===== config.mk =====
export PLATFORM = sky130hd
export DESIGN_NAME = rtc_i2c_regslave
export DESIGN_NICKNAME = d
export VERILOG_FILES = /design/src/rtl/rtc_i2c_pkg.sv /design/src/rtl/i2c_line_sync.sv /design/src/rtl/i2c_reg_engine.sv /design/src/rtl/rtc_access_freeze.sv /design/src/rtl/rtc_i2c_regslave.sv
export SDC_FILE = /design/constraint.sdc
export NUM_CORES = 1
export LEC_CHECK = 0
export BUFFER_PORTS_ARGS = -buffer_cell sky130_fd_sc_hd__buf_2
export CAP_MARGIN = 40
export CORE_MARGIN = 4
export CORE_UTILIZATION = 46
export CTS_CLUSTER_SIZE = 40
export DETAILED_ROUTE_END_ITERATION = 12
export PLACE_DENSITY = 0.65
export SYNTH_ARGS = -nofsm -noshare
export SYNTH_HDL_FRONTEND = slang
export SYNTH_SLANG_ARGS = --single-unit

===== constraint.sdc =====
create_clock -name clk -period 2.9 [get_ports clk]
set_clock_uncertainty 0.2 [all_clocks]
set_input_delay 0.58 -clock clk [delete_from_list [all_inputs] [get_ports clk]]
set_output_delay 0.58 -clock clk [all_outputs]
set_load 0.01 [all_outputs]

===== src/rtl/rtc_i2c_pkg.sv =====
// Package: shared types for the two-wire register slave.
// Assumes nothing beyond IEEE 1800-2017; holds the protocol state encoding.
package rtc_i2c_pkg;

    typedef enum logic [2:0] {
        ST_IDLE,   // not addressed, ignoring bus until start
        ST_ADDR,   // receiving address byte
        ST_PTR,    // receiving register index byte
        ST_WDATA,  // receiving write data bytes
        ST_ACK,    // slave driving acknowledge
        ST_RDATA,  // slave sending a data byte
        ST_RACK    // host acknowledge clock after a sent byte
    } bus_state_t;

endpackage


===== src/rtl/i2c_line_sync.sv =====
// Module: synchronises the two bus lines into the system clock domain and
// flags clock edges and start/stop conditions.
// Assumes the system clock is many times faster than the serial clock.
module i2c_line_sync (
    input  logic clk,
    input  logic rst_n,
    input  logic scl_i,
    input  logic sda_i,
    output logic scl_lvl,
    output logic sda_lvl,
    output logic scl_rise,
    output logic scl_fall,
    output logic start_det,
    output logic stop_det
);

    logic [1:0] scl_q;
    logic [1:0] sda_q;
    logic       scl_d;
    logic       sda_d;

    // Two-stage synchroniser plus one delayed copy for edge detection.
    always_ff @(posedge clk) begin
        if (!rst_n) begin
            scl_q <= 2'b11;
            sda_q <= 2'b11;
            scl_d <= 1'b1;
            sda_d <= 1'b1;
        end else begin
            scl_q <= {scl_q[0], scl_i};
            sda_q <= {sda_q[0], sda_i};
            scl_d <= scl_q[1];
            sda_d <= sda_q[1];
        end
    end

    // Edge and condition decode from current and previous samples.
    always_comb begin
        scl_lvl   = scl_q[1];
        sda_lvl   = sda_q[1];
        scl_rise  = scl_q[1] & ~scl_d;
        scl_fall  = ~scl_q[1] & scl_d;
        start_det = scl_q[1] & scl_d & sda_d & ~sda_q[1];
        stop_det  = scl_q[1] & scl_d & ~sda_d & sda_q[1];
    end

endmodule


===== src/rtl/i2c_reg_engine.sv =====
// Module: byte-level protocol engine. Matches the slave address, captures the
// register index, writes or reads bytes with acknowledge, auto-advances the
// index with wrap. Assumes edge/condition strobes from i2c_line_sync.
module i2c_reg_engine
    import rtc_i2c_pkg::*;
#(
    parameter int          DATA_W     = 8,
    parameter int          ADDR_W     = 4,
    parameter logic [6:0]  SLAVE_ADDR = 7'h51
) (
    input  logic              clk,
    input  logic              rst_n,
    input  logic              scl_lvl,
    input  logic              sda_lvl,
    input  logic              scl_rise,
    input  logic              scl_fall,
    input  logic              start_det,
    input  logic              stop_det,
    input  logic [DATA_W-1:0] rd_data,
    output logic [ADDR_W-1:0] ptr,
    output logic              sda_oe,
    output logic              wr_en,
    output logic [ADDR_W-1:0] wr_addr,
    output logic [DATA_W-1:0] wr_data
);

    localparam int                CNT_W = $clog2(DATA_W + 1);
    localparam logic [CNT_W-1:0]  BITS  = CNT_W'(DATA_W);

    bus_state_t        state;
    bus_state_t        resume_st;
    logic [CNT_W-1:0]  cnt;
    logic [DATA_W-1:0] shreg;
    logic              host_ack;

    // Protocol sequencer: shifts bits on clock rise, drives line on clock fall.
    always_ff @(posedge clk) begin
        if (!rst_n) begin
            state     <= ST_IDLE;
            resume_st <= ST_IDLE;
            cnt       <= '0;
            shreg     <= '0;
            sda_oe    <= 1'b0;
            ptr       <= '0;
            wr_en     <= 1'b0;
            wr_addr   <= '0;
            wr_data   <= '0;
            host_ack  <= 1'b0;
        end else begin
            wr_en <= 1'b0;
            if (start_det) begin
                state  <= ST_ADDR;
                cnt    <= '0;
                sda_oe <= 1'b0;
            end else if (stop_det) begin
                state  <= ST_IDLE;
                sda_oe <= 1'b0;
            end else begin
                case (state)
                    ST_ADDR, ST_PTR, ST_WDATA: begin
                        if (scl_rise && cnt < BITS) begin
                            shreg <= {shreg[DATA_W-2:0], sda_lvl};
                            cnt   <= cnt + 1'b1;
                        end else if (scl_fall && cnt == BITS) begin
                            cnt <= '0;
                            if (state == ST_ADDR) begin
                                if (shreg[DATA_W-1:1] == SLAVE_ADDR) begin
                                    sda_oe    <= 1'b1;
                                    state     <= ST_ACK;
                                    resume_st <= shreg[0] ? ST_RDATA : ST_PTR;
                                end else begin
                                    state <= ST_IDLE;
                                end
                            end else if (state == ST_PTR) begin
                                ptr       <= shreg[ADDR_W-1:0];
                                sda_oe    <= 1'b1;
                                state     <= ST_ACK;
                                resume_st <= ST_WDATA;
                            end else begin
                                wr_en     <= 1'b1;
                                wr_addr   <= ptr;
                                wr_data   <= shreg;
                                ptr       <= ptr + 1'b1;
                                sda_oe    <= 1'b1;
                                state     <= ST_ACK;
                                resume_st <= ST_WDATA;
                            end
                        end
                    end
                    ST_ACK: begin
                        if (scl_fall) begin
                            if (resume_st == ST_RDATA) begin
                                shreg  <= rd_data;
                                sda_oe <= ~rd_data[DATA_W-1];
                                ptr    <= ptr + 1'b1;
                                cnt    <= '0;
                                state  <= ST_RDATA;
                            end else begin
                                sda_oe <= 1'b0;
                                state  <= resume_st;
                            end
                        end
                    end
                    ST_RDATA: begin
                        if (scl_rise) begin
                            cnt <= cnt + 1'b1;
                        end else if (scl_fall) begin
                            if (cnt == BITS) begin
                                sda_oe <= 1'b0;
                                cnt    <= '0;
                                state  <= ST_RACK;
                            end else begin
                                shreg  <= {shreg[DATA_W-2:0], 1'b0};
                                sda_oe <= ~shreg[DATA_W-2];
                            end
                        end
                    end
                    ST_RACK: begin
                        if (scl_rise) begin
                            host_ack <= ~sda_lvl;
                        end else if (scl_fall) begin
                            if (host_ack) begin
                                shreg  <= rd_data;
                                sda_oe <= ~rd_data[DATA_W-1];
                                ptr    <= ptr + 1'b1;
                                cnt    <= '0;
                                state  <= ST_RDATA;
                            end else begin
                                sda_oe <= 1'b0;
                                state  <= ST_IDLE;
                            end
                        end
                    end
                    default: sda_oe <= 1'b0;
                endcase
            end
        end
    end

    // the line is only ever newly pulled low while the clock is low.
    a_r5_oe_rise_clock_low: assert property (@(posedge clk) disable iff (!rst_n)
        $rose(sda_oe) |-> !scl_lvl);

    // no drive during the host acknowledge clock.
    a_r5_release_host_ack: assert property (@(posedge clk) disable iff (!rst_n)
        (state == ST_RACK) |-> !sda_oe);

    // a write at the last index leaves the pointer at zero.
    a_r4_ptr_wrap: assert property (@(posedge clk) disable iff (!rst_n)
        (wr_en && wr_addr == '1) |-> (ptr == '0));

    // stores happen only while acknowledging a byte.
    a_r2_write_in_ack: assert property (@(posedge clk) disable iff (!rst_n)
        wr_en |-> (state == ST_ACK));

endmodule


===== src/rtl/rtc_access_freeze.sv =====
// Module: holds the time counters during a bus access, collects ticks that
// arrive meanwhile into one pending tick, and bounds the hold with a watchdog.
// Assumes tick_i is a one-cycle pulse.
module rtc_access_freeze #(
    parameter int WDOG_CYCLES = 125_000_000
) (
    input  logic clk,
    input  logic rst_n,
    input  logic start_det,
    input  logic stop_det,
    input  logic tick_i,
    output logic hold_o,
    output logic tick_o
);

    localparam int WD_W = $clog2(WDOG_CYCLES + 1);
    localparam logic [WD_W-1:0] WD_LAST = WD_W'(WDOG_CYCLES - 1);

    logic [WD_W-1:0] wd_cnt;
    logic            pend;
    logic            expire;
    logic            release_now;

    // Release decode: stop or watchdog expiry while held.
    always_comb begin
        expire      = hold_o && (wd_cnt == WD_LAST);
        release_now = hold_o && (stop_det || expire);
    end

    // Hold flag, watchdog counter, pending tick and tick forwarding.
    always_ff @(posedge clk) begin
        if (!rst_n) begin
            hold_o <= 1'b0;
            wd_cnt <= '0;
            pend   <= 1'b0;
            tick_o <= 1'b0;
        end else begin
            if (start_det && !hold_o) begin
                hold_o <= 1'b1;
                wd_cnt <= '0;
            end else if (release_now) begin
                hold_o <= 1'b0;
                wd_cnt <= '0;
            end else if (hold_o) begin
                wd_cnt <= wd_cnt + 1'b1;
            end
            tick_o <= (!hold_o && tick_i) || (release_now && (pend || tick_i));
            pend   <= (hold_o && !release_now) ? (pend | tick_i) : 1'b0;
        end
    end

    // a start from idle raises hold.
    a_r6_start_holds: assert property (@(posedge clk) disable iff (!rst_n)
        (start_det && !hold_o) |=> hold_o);

    // a stop drops hold.
    a_r6_stop_releases: assert property (@(posedge clk) disable iff (!rst_n)
        stop_det |=> !hold_o);

    // no tick leaves while hold has been high for two cycles.
    a_r7_quiet_when_held: assert property (@(posedge clk) disable iff (!rst_n)
        (hold_o && $past(hold_o)) |-> !tick_o);

    // a pending tick is issued on release.
    a_r7_pending_out: assert property (@(posedge clk) disable iff (!rst_n)
        (release_now && pend) |=> tick_o);

    // the watchdog count never passes its window.
    a_r8_wd_bound: assert property (@(posedge clk) disable iff (!rst_n)
        hold_o |-> (wd_cnt <= WD_LAST));

endmodule


===== src/rtl/rtc_i2c_regslave.sv =====
// Module: top of the two-wire register slave. Holds the register bank and
// ties the line synchroniser, protocol engine and access freeze together.
// Assumes scl_i/sda_i are asynchronous to clk; reset is synchronous.
module rtc_i2c_regslave #(
    parameter int         NUM_REGS    = 16,
    parameter int         DATA_W      = 8,
    parameter logic [6:0] SLAVE_ADDR  = 7'h51,
    parameter int         WDOG_CYCLES = 125_000_000
) (
    input  logic clk,
    input  logic rst_n,
    input  logic scl_i,
    input  logic sda_i,
    output logic sda_oe_o,
    input  logic tick_i,
    output logic tick_o,
    output logic hold_o
);

    localparam int ADDR_W = $clog2(NUM_REGS);

    logic scl_lvl, sda_lvl, scl_rise, scl_fall, start_det, stop_det;
    logic              wr_en;
    logic [ADDR_W-1:0] wr_addr;
    logic [ADDR_W-1:0] ptr;
    logic [DATA_W-1:0] wr_data;
    logic [DATA_W-1:0] rd_data;
    logic [DATA_W-1:0] regs [NUM_REGS];

    i2c_line_sync u_sync (
        .clk       (clk),
        .rst_n     (rst_n),
        .scl_i     (scl_i),
        .sda_i     (sda_i),
        .scl_lvl   (scl_lvl),
        .sda_lvl   (sda_lvl),
        .scl_rise  (scl_rise),
        .scl_fall  (scl_fall),
        .start_det (start_det),
        .stop_det  (stop_det)
    );

    i2c_reg_engine #(
        .DATA_W     (DATA_W),
        .ADDR_W     (ADDR_W),
        .SLAVE_ADDR (SLAVE_ADDR)
    ) u_engine (
        .clk       (clk),
        .rst_n     (rst_n),
        .scl_lvl   (scl_lvl),
        .sda_lvl   (sda_lvl),
        .scl_rise  (scl_rise),
        .scl_fall  (scl_fall),
        .start_det (start_det),
        .stop_det  (stop_det),
        .rd_data   (rd_data),
        .ptr       (ptr),
        .sda_oe    (sda_oe_o),
        .wr_en     (wr_en),
        .wr_addr   (wr_addr),
        .wr_data   (wr_data)
    );

    rtc_access_freeze #(
        .WDOG_CYCLES (WDOG_CYCLES)
    ) u_freeze (
        .clk       (clk),
        .rst_n     (rst_n),
        .start_det (start_det),
        .stop_det  (stop_det),
        .tick_i    (tick_i),
        .hold_o    (hold_o),
        .tick_o    (tick_o)
    );

    // Register bank: cleared on reset, one byte stored per engine write.
    always_ff @(posedge clk) begin
        for (int i = 0; i < NUM_REGS; i++) begin
            if (!rst_n) begin
                regs[i] <= '0;
            end else if (wr_en && wr_addr == ADDR_W'(i)) begin
                regs[i] <= wr_data;
            end
        end
    end

    // Read port: register at the current index.
    always_comb rd_data = regs[ptr];

    // a store lands in the addressed register.
    a_r2_write_lands: assert property (@(posedge clk) disable iff (!rst_n)
        wr_en |=> (regs[$past(wr_addr)] == $past(wr_data)));

endmodule


After elaboration in Yosys (flattened, before gate mapping)
Memory sizes are Yosys's and may differ from the RTL's. A register that Yosys moved wholly into a read port is not among the register bits.
Cells that the tools add are included.
Storage, ports and cells
  bits in registers: 73
  RAM bits: 128
  input port bits: 5
  output and inout bits: 3
  word-level logic and storage cells: 294
  memories kept: 1
Operators by class
  add/subtract/negate cells: 3
  $lt $le $gt $ge: 1
  equal/unequal tests: 51
  multiplexer cells: 132
  bitwise gates (word level): 38
  reduce and logical (&&, ||, !) cells: 49
Memory list
  regs: depth 16, width 8, rd ports 1, clocked after Yosys merged registers in 1, write ports 16, line rtc_i2c_regslave.sv:28  | logic [DATA_W-1:0] regs [NUM_REGS];
Operators with widths (count)
  $mux 8: 25
  $mux 4: 21
  $mux 1: 66
  $mux 3: 15
  $eq 4x4->1 const B: 9
  $pmux 8 s4: 1
  $add 27x1->27 const B: 1
  $eq 27x27->1 const B: 1
  $logic_and 1x1->1: 24
  $ne 4x1->1 const B: 5
  $reduce_and 9->1: 2
  $or 1x1->1: 17
  $eq 4x3->1 const B: 4
  $ne 2x1->1 const B: 8
  $pmux 4 s4: 1
  $not 1->1: 14
  $eq 3x3->1 const B: 4
  $ne 2x2->1 const B: 6
  $ne 4x2->1 const B: 3
  $pmux 3 s4: 1
  $pmux 4 s3: 1
  $reduce_and 12->1: 1
  $reduce_and 11->1: 1
  $reduce_and 10->1: 1
  other kinds (26): 42

Longest topological paths before layout
Gate-level depths: netlist (run 1).
  depth after elaboration: 8
  gate-level depth with buffers: 8
  mapped depth without buffers: 7

Hierarchy
A second synthesis (run 1) with hierarchy kept.
Unflattened totals
  cells, all modules: 812
  area, all modules: 9703.1 um^2
By module, submodules not included
  rtc_i2c_regslave: times used 1, cells each 381, area each 5945.7 um^2
  i2c_reg_engine: times used 1, cells each 241, area each 2033.2 um^2
  rtc_access_freeze: times used 1, cells each 174, area each 1534.0 um^2
  i2c_line_sync: times used 1, cells each 16, area each 190.2 um^2

Worst setup path before layout (run 1)
Ideal clock, no wire load.
  path type: register to register
  start: register u_freeze.hold_o
  end: register u_freeze.wd_cnt[26]
  arrival time: 1.769 ns
  data required time: 2.585 ns
  setup slack: 0.816 ns
  cell stages (with the launch flop): 8
  buffers on the path: 2
  clock period less this slack: 2.084 ns
  cell sequence: dfxtp_1 buf_4 nand4_4 or2_1 o311a_1 o21ai_4 buf_6 nor2_1
On the way
  cells in the longest elaborated chain, start to end: 4
  elaborated cells between the ends (all ways): 6
  classes of those cells: 6 x reduce/logical
RTL lines
  from (decl): line rtc_access_freeze.sv:12  | output logic hold_o,
  from (signal assigned): line rtc_access_freeze.sv:33  | hold_o <= 1'b0;
  from (signal assigned): line rtc_access_freeze.sv:39  | hold_o <= 1'b1;
  from (signal assigned): line rtc_access_freeze.sv:42  | hold_o <= 1'b0;
  $logic_and 1x1->1: line rtc_access_freeze.sv:26  | expire = hold_o && (wd_cnt == WD_LAST);
  $logic_or 1x1->1: line rtc_access_freeze.sv:27  | release_now = hold_o && (stop_det || expire);
  $logic_and 1x1->1: line rtc_access_freeze.sv:27
  $reduce_or 3->1 (no source line)
  to (signal assigned): line rtc_access_freeze.sv:45  | wd_cnt <= wd_cnt + 1'b1;
  to (decl): line rtc_access_freeze.sv:19  | logic [WD_W-1:0] wd_cnt;
Several ways; a longest one is shown, not always the timed one.
A chain may end at the register's enable or synchronous reset.

==> flow_metrics.py, run 1 <==
metrics = {
    "yosys": {
        "avgSynthCellArea_sq_um": 11.8,
        "synth_top_cell_by_area": "edfxtp_1",
        "netlist_area_sq_um": 9590,
        "synth-seq-area-share_pct": 56.2,
        "ys_async_sr_fraction_pct": 0,
        "yosysMostFrequentCell": "and2_1",
        "ys.flop_type": "edfxtp_1",
        "yosys-top-cells-area": "edfxtp_1, dfxtp_1, and2_1, mux4_2, nor2_1",
        "syn_inst": 815,
        "ys_types": 72,
        "synth_edf_count": 128,
        "syn_nets": 824,
        "synth-seq-cells": 205,
        "synth.yosys.warnings": 0,
        "synthTopCellsByCount": "and2_1, edfxtp_1, dfxtp_1, nor2_1, nand2_1",
        "synth_top_area_share_pct": 40.1,
    },
    "place": {
        "place_congestion": 0.865,
        "dp.cells": 1081,
        "dpl_cell_area_sq_um": 9970,
        "hpwl_mm": 15.0,
        "port_buffers": 7,
    },
    "layout": {
        "finish.utilization_pct": 52.0,
        "stdcell_area_sq_um": 10600,
        "final_cells": 1119,
        "antenna_cells": 0,
        "nNetsFinal": 843,
        "syn_to_final_growth_pct": 10.3,
        "drive_gt1_share_pct": 14.0,
    },
    "critical_path": {
        "cp_num_cells": 5,
        "cp.required_ns": 3.15,
        "r2r_slack_ns": 0.45,
        "reg2reg_depth": 5,
        "cp-end-kind": "register",
        "max_stage_delay_ns": 0.76,
        "arrival_ns": 2.69,
        "rr_endpoint": "u_engine.shreg[2]$_SDFFE_PN0P_",
        "cp_max_fo": 17,
        "crit_slowest_cell": "dfxtp_1",
        "critical_path.top_delay_family": "compound AO/OA/AOI/OAI gates",
        "criticalPathCategory": "reg -> reg",
        "cp_cell_sequence": "nor2b_1 -> a221oi_1 -> a21oi_1 -> o311a_1 -> nor2_1",
        "critPathLaunchType": "register",
        "timing.critical_path.buf_inv": 0,
    },
    "pwr": {
        "p_total_mw": 5.81,
        "powerDensity_nw_per_um2": 549,
        "ir_drop_v": 0.000349,
        "p_leak_nw": 3.61,
    },
    "route": {
        "vias": 6376,
        "drtPass1Iterations": 5,
        "drtIter0Drc": 603,
        "drcViolationCount": 0,
        "postRouteAntennaNets": 0,
        "viasPerCell": 5.70,
        "wl_mm": 21.9,
        "route.detailed.wl_per_inst_um": 19.6,
    },
    "global_route": {
        "grt_pass1_vias": 6312,
        "grt_usage_pct": 18.7,
        "grt_max_degree": 42,
        "antenna_found_initial": 0,
        "grt_overflow": 0,
        "grt_first_pass_wirelength_mm": 34.6,
    },
    "sta": {
        "maxSlewHeadroom_pct": 42.4,
        "min_period_ns": 2.45,
        "rsz0062_at_grt": "no",
        "hold_viol": 0,
        "fmax_mhz": 409,
        "fin_crit_sh_pct": 84.4,
        "setup_violations": 0,
        "setup_tns_ns": 0,
        "worst_pin_slew_ns": 0.864,
        "maxSlewViolCount": 0,
    },
    "flow_run": {
        "maxCapViolCount": 0,
    },
    "clocking": {
        "clock_latency_ns": 0.51,
        "numCtsBuffers": 21,
        "cts_num_sinks": 205,
        "post_cts_resize_count": 0,
        "postCtsSetupRepairBufs": 0,
        "clk_path_buf_depth": 3,
        "cts_root_buf": "clkbuf_16",
        "htreeDepth": 1,
        "clk_pin_slew_ns": 0.06,
        "hold_buffers": 0,
        "tritoncts": "done",
    },
    "floorplan": {
        "die-area_sq_um": 23200,
        "core-area_sq_um": 20400,
        "rows": 52,
        "die_h_um": 152,
        "die_w_um": 152,
        "initial_utilization_pct": 47.1,
        "pin_count": 8,
    },
    "min_path": {
        "min_path_cells": 2,
        "holdCritPathClass": "in -> reg",
        "hold_start": "scl_i",
        "whs_endpoint": "u_sync.scl_q[0]$_SDFF_PN1_",
    },
    "status": {
        "status": "complete, no violations",
    },
}
==> final cells by class <==
type,count,area [sq um]
clock buffer,29,557
multi-input combinational,558,3930
fill,1718,9780
clock inverter,9,55.1
tap,270,338
inverter,10,37.5
timing repair buffer,38,275
sequential,205,5390
==> worst max path at each step <==
stage                                       startpoint                          endpoint  slack [ns]
final                                         register    u_engine.shreg[2]$_SDFFE_PN0P_        0.45
after global routing                          register    u_engine.shreg[3]$_SDFFE_PN0P_        0.30
after CTS                                     register    u_engine.shreg[2]$_SDFFE_PN0P_        0.46
after detailed placement                      register    u_engine.shreg[2]$_SDFFE_PN0P_        0.47
after global placement                        register    u_engine.shreg[2]$_SDFFE_PN0P_        0.41
after floorplan           u_freeze.hold_o$_SDFFE_PN0P_  u_freeze.wd_cnt[26]$_SDFFE_PP0P_        0.82
==> layout by cell type, fill, tap and decap left out, types with 9 or more instances in the layout <==
cell       count
and2_1       131
edfxtp_1     128
dfxtp_1       76
nor2_1        72
nand2_1       55
a21oi_1       30
buf_4         28
o21ai_0       26
mux2i_1       26
mux4_2        25
xnor2_1       21
clkbuf_16     21
nand2b_1      18
nand3_1       17
nor3_1        14
inv_1         10
nand4_1       10
a221oi_1       9
buf_2          9
==> per-layer routing <==
metal  vias to the layer above  GRT usage (%)  share of wire [%]
met1                      3121           24.7                 42
met3                        48           2.98                6.6
met5                         -              0                  0
li1                       2986              -                  -
met2                       221           31.4                 49
met4                         0           6.68                3.2
==> where the power goes <==
group	switching, mW	leakage [nW]	internal [mW]
Clock	1.10	0.292	1.35
Combinational	0.116	1.32	0.0638
Sequential	0.0285	1.99	3.14
Total	1.25	3.61	4.56
==> registers in the layout (all words and copies together), names as in the netlist, named ones only <==
name	count
u_freeze.hold_o	1
u_freeze.pend	1
u_engine.wr_data	8
u_sync.scl_d	1
u_engine.wr_en	1
u_engine.host_ack	1
u_engine.wr_addr	4
u_sync.scl_q	2
u_engine.ptr	4
u_engine.resume_st	3
u_engine.cnt	4
u_freeze.wd_cnt	27
u_engine.sda_oe	1
u_engine.shreg	8
u_sync.sda_q	2
u_sync.sda_d	1
u_freeze.tick_o	1
regs	128
u_engine.state	3
==> metrics by stage <==
| stage | hold slack [ns] | setup slack (ns) |
|---|---|---|
| floorplan | 0.186 | 0.816 |
| global placement | 0.191 | 0.411 |
| detailed placement | 0.199 | 0.473 |
| CTS | 0.0437 | 0.456 |
| global route | 0.0555 | 0.305 |
| finish | 0.0566 | 0.454 |
==> cells by family after synthesis <==
group                    after synthesis  synth area share, %
buffers and inverters                 52                 2.86
flip-flops                           205                 56.2
adder cells (fa/ha/maj)                4                0.522
AO/OA/AOI/OAI                        108                 7.87
XOR/XNOR                              26                 2.37
multiplexers                          52                 8.70
AND/OR/NAND/NOR                      368                 21.5
No activity file was read; power rests on OpenSTA's default activity.
==> run 2, diff against run 1 <==
--- a/config.mk
+++ b/config.mk
@@ -11,7 +11,7 @@
 export CORE_UTILIZATION = 46
 export CTS_CLUSTER_SIZE = 40
 export DETAILED_ROUTE_END_ITERATION = 12
-export PLACE_DENSITY = 0.65
+export PLACE_DENSITY = 0.67
 export SYNTH_ARGS = -nofsm -noshare
 export SYNTH_HDL_FRONTEND = slang
 export SYNTH_SLANG_ARGS = --single-unit
==> constraint.sdc (replaced) <==
create_clock -name clk -period 2.1 [get_ports clk]
set_clock_uncertainty 0.2 [all_clocks]
set_input_delay 0.42 -clock clk [delete_from_list [all_inputs] [get_ports clk]]
set_output_delay 0.42 -clock clk [all_outputs]
set_load 0.01 [all_outputs]
==> flow_metrics.py, run 2 (synthesis gave the netlist of run 1 again) <==
metrics = {
    "status": {
        "status": "complete, no violations",
    },
    "layout": {
        "nFillCells": 1690,
        "antenna_cells": 0,
        "final_common_cell": "and2_1",
        "top_register": "regs",
        "largest_register_ffs": 128,
        "final_cells": 1190,
        "top_regs": "regs x128, u_freeze.wd_cnt x27",
        "drive_gt1_share_pct": 22.6,
        "nNetsFinal": 914,
        "syn_to_final_growth_pct": 19.3,
        "final_cell_mix": "and2_1, edfxtp_1, buf_4",
    },
    "sta": {
        "layout_setup_ws_ns": 0.0192,
        "worst_pin_slew_ns": 0.809,
        "fin_hold_ws_ns": 0.170,
        "hold_viol": 0,
        "fmax_mhz": 481,
        "fin_crit_sh_pct": 99.1,
        "min_period_ns": 2.08,
        "setup_tns_ns": 0,
        "rsz0062_at_grt": "yes",
        "setup_violations": 0,
        "maxSlewHeadroom_pct": 46.0,
        "maxSlewViolCount": 0,
    },
    "route": {
        "vias": 6699,
        "viasPerCell": 5.63,
        "wl_mm": 23.1,
        "drtIter0Drc": 665,
        "route.detailed.wl_per_inst_um": 19.4,
        "drcViolationCount": 0,
        "drtPass1Iterations": 7,
        "postRouteAntennaNets": 0,
    },
    "place": {
        "dp.cells": 1140,
        "port_buffers": 7,
        "hpwl_mm": 15.7,
        "dpl_worst_slack_ns": 0.00520,
        "place_congestion": 0.918,
    },
    "floorplan": {
        "rows": 52,
        "die_h_um": 152,
        "initial_utilization_pct": 47.1,
        "core-area_sq_um": 20400,
        "die-area_sq_um": 23200,
        "pin_count": 8,
        "die_w_um": 152,
    },
    "pwr": {
        "switching_share_pct": 20.4,
        "powerDensity_nw_per_um2": 769,
        "p_seq_share_pct": 49.8,
        "ir_drop_v": 0.000634,
        "clkPwrFrac_pct": 46.8,
        "switchingPower_mw": 1.79,
        "p_leak_nw": 4.10,
        "p_total_mw": 8.80,
        "internal-power_mw": 7.00,
        "combPwrFrac_pct": 3.3,
    },
    "critical_path": {
        "cp.required_ns": 2.28,
        "reg2reg_depth": 5,
        "criticalPathCategory": "reg -> reg",
        "critical_path.top_delay_family": "multiplexers",
        "timing.critical_path.mode_cell": "mux4_2",
        "cp-end-kind": "register",
        "cp_max_fo": 11,
        "max_stage_delay_ns": 0.52,
        "timing.critical_path.buf_inv": 1,
        "cp_cell_sequence": "buf_12 -> mux4_2 -> mux4_2 -> nor2_1 -> o22ai_1",
        "critPathLaunchType": "register",
        "cp_num_cells": 5,
        "crit_slowest_cell": "mux4_2",
        "arrival_ns": 2.26,
    },
    "clocking": {
        "cts_root_buf": "clkbuf_16",
        "clk_path_buf_depth": 3,
        "clk_pin_slew_ns": 0.06,
        "tritoncts": "done",
        "clock_latency_ns": 0.50,
        "htreeDepth": 1,
        "numCtsBuffers": 23,
        "cts_num_sinks": 205,
    },
    "flow_run": {
        "maxCapViolCount": 0,
    },
    "global_route": {
        "grt_pass1_vias": 6487,
        "grt_max_degree": 33,
        "antenna_found_initial": 1,
        "grt_usage_pct": 19.5,
        "grt_first_pass_wirelength_mm": 36.3,
        "grt_overflow": 0,
    },
    "min_path": {
        "min_path_cells": 3,
        "holdCritPathClass": "in -> reg",
        "hold_start": "rst_n",
    },
}
[run 2: cell types whose count changed in the layout (fill, tap and decap cells not counted), moves of 3 or more]
cell           change
buf_4             +62
buf_12             +4
bufinv_16          +4
clkbuf_1           -4
a221oi_1           -3
a221oi_2           +3
clkbuf_16          +3
dfxtp_1            -3
dlygate4sd3_1      +3
[run 2: final timing paths]
check | to | slack [ns]
hold / removal | u_sync.scl_d$_SDFF_PN1_ | 0.17
setup reg to reg | u_engine.shreg[6]$_SDFFE_PN0P_ | 0.02
hold reg to reg | u_sync.scl_q[1]$_SDFF_PN1_ | 0.21
setup / recovery | u_engine.shreg[6]$_SDFFE_PN0P_ | 0.02
[run 2: what timing repair did]
item	in CTS	in global routing
resized for setup	1	25
pin swaps	0	4
setup buffers	0	5
hold buffers	3	0
gates cloned	0	2
hold endpoints to repair	4	0
endpoints found under the setup margin	1	34
[run 2: per-stage QoR]
stage	instance area (sq um)	util, %
floorplan	9590	-
global placement	10500	51.4
detailed placement	10500	51.4
CTS	11300	55.4
global route	11400	56.2
finish	11400	56.2
[run 2: worst register-to-register path, delay by kind of cell (launching register included)]
kind                   cells  cell delay, ns
DFF                        1            0.42
and+or+nand+nor            1            0.11
muxes                      2            0.99
AOI/OAI and AO/OA          1            0.07
buffers and inverters      1            0.18
[run 2: power by group through the flow]
| stage | sequential, mW | combinational, mW | clock, mW |
|---|---|---|---|
| 2_1_floorplan | 4.45 | 0.164 | 0 |
| 3_3_place_gp | 4.47 | 0.277 | 0 |
| 3_5_place_dp | 4.47 | 0.281 | 0 |
| 4_1_cts | 4.39 | 0.287 | 4.17 |
| 5_1_grt | 4.39 | 0.319 | 4.33 |
| 6_report | 4.38 | 0.293 | 4.12 |
[run 2: per-layer routing]
| layer | global-route usage (%) | routed length [um] | up-vias |
|---|---|---|---|
| met5 | 0 | 0 | - |
| met2 | 31.5 | 10900 | 242 |
| met3 | 3.07 | 1840 | 42 |
| li1 | - | - | 3129 |
| met4 | 5.99 | 583 | 0 |
| met1 | 27.2 | 9820 | 3286 |
[run 2: area by class of cell]
| cell class | instances | area [sq um] | area share [%] |
|---|---|---|---|
| flip-flops and latches | 205 | 5390 | 47.1 |
| multi-input cells | 558 | 4030 | 35.2 |
| repair buffers | 107 | 871 | 7.61 |
| clock inverters | 13 | 175 | 1.53 |
| inverters | 10 | 37.5 | 0.328 |
| clock buffers | 27 | 601 | 5.25 |
| well taps | 270 | 338 | 2.95 |
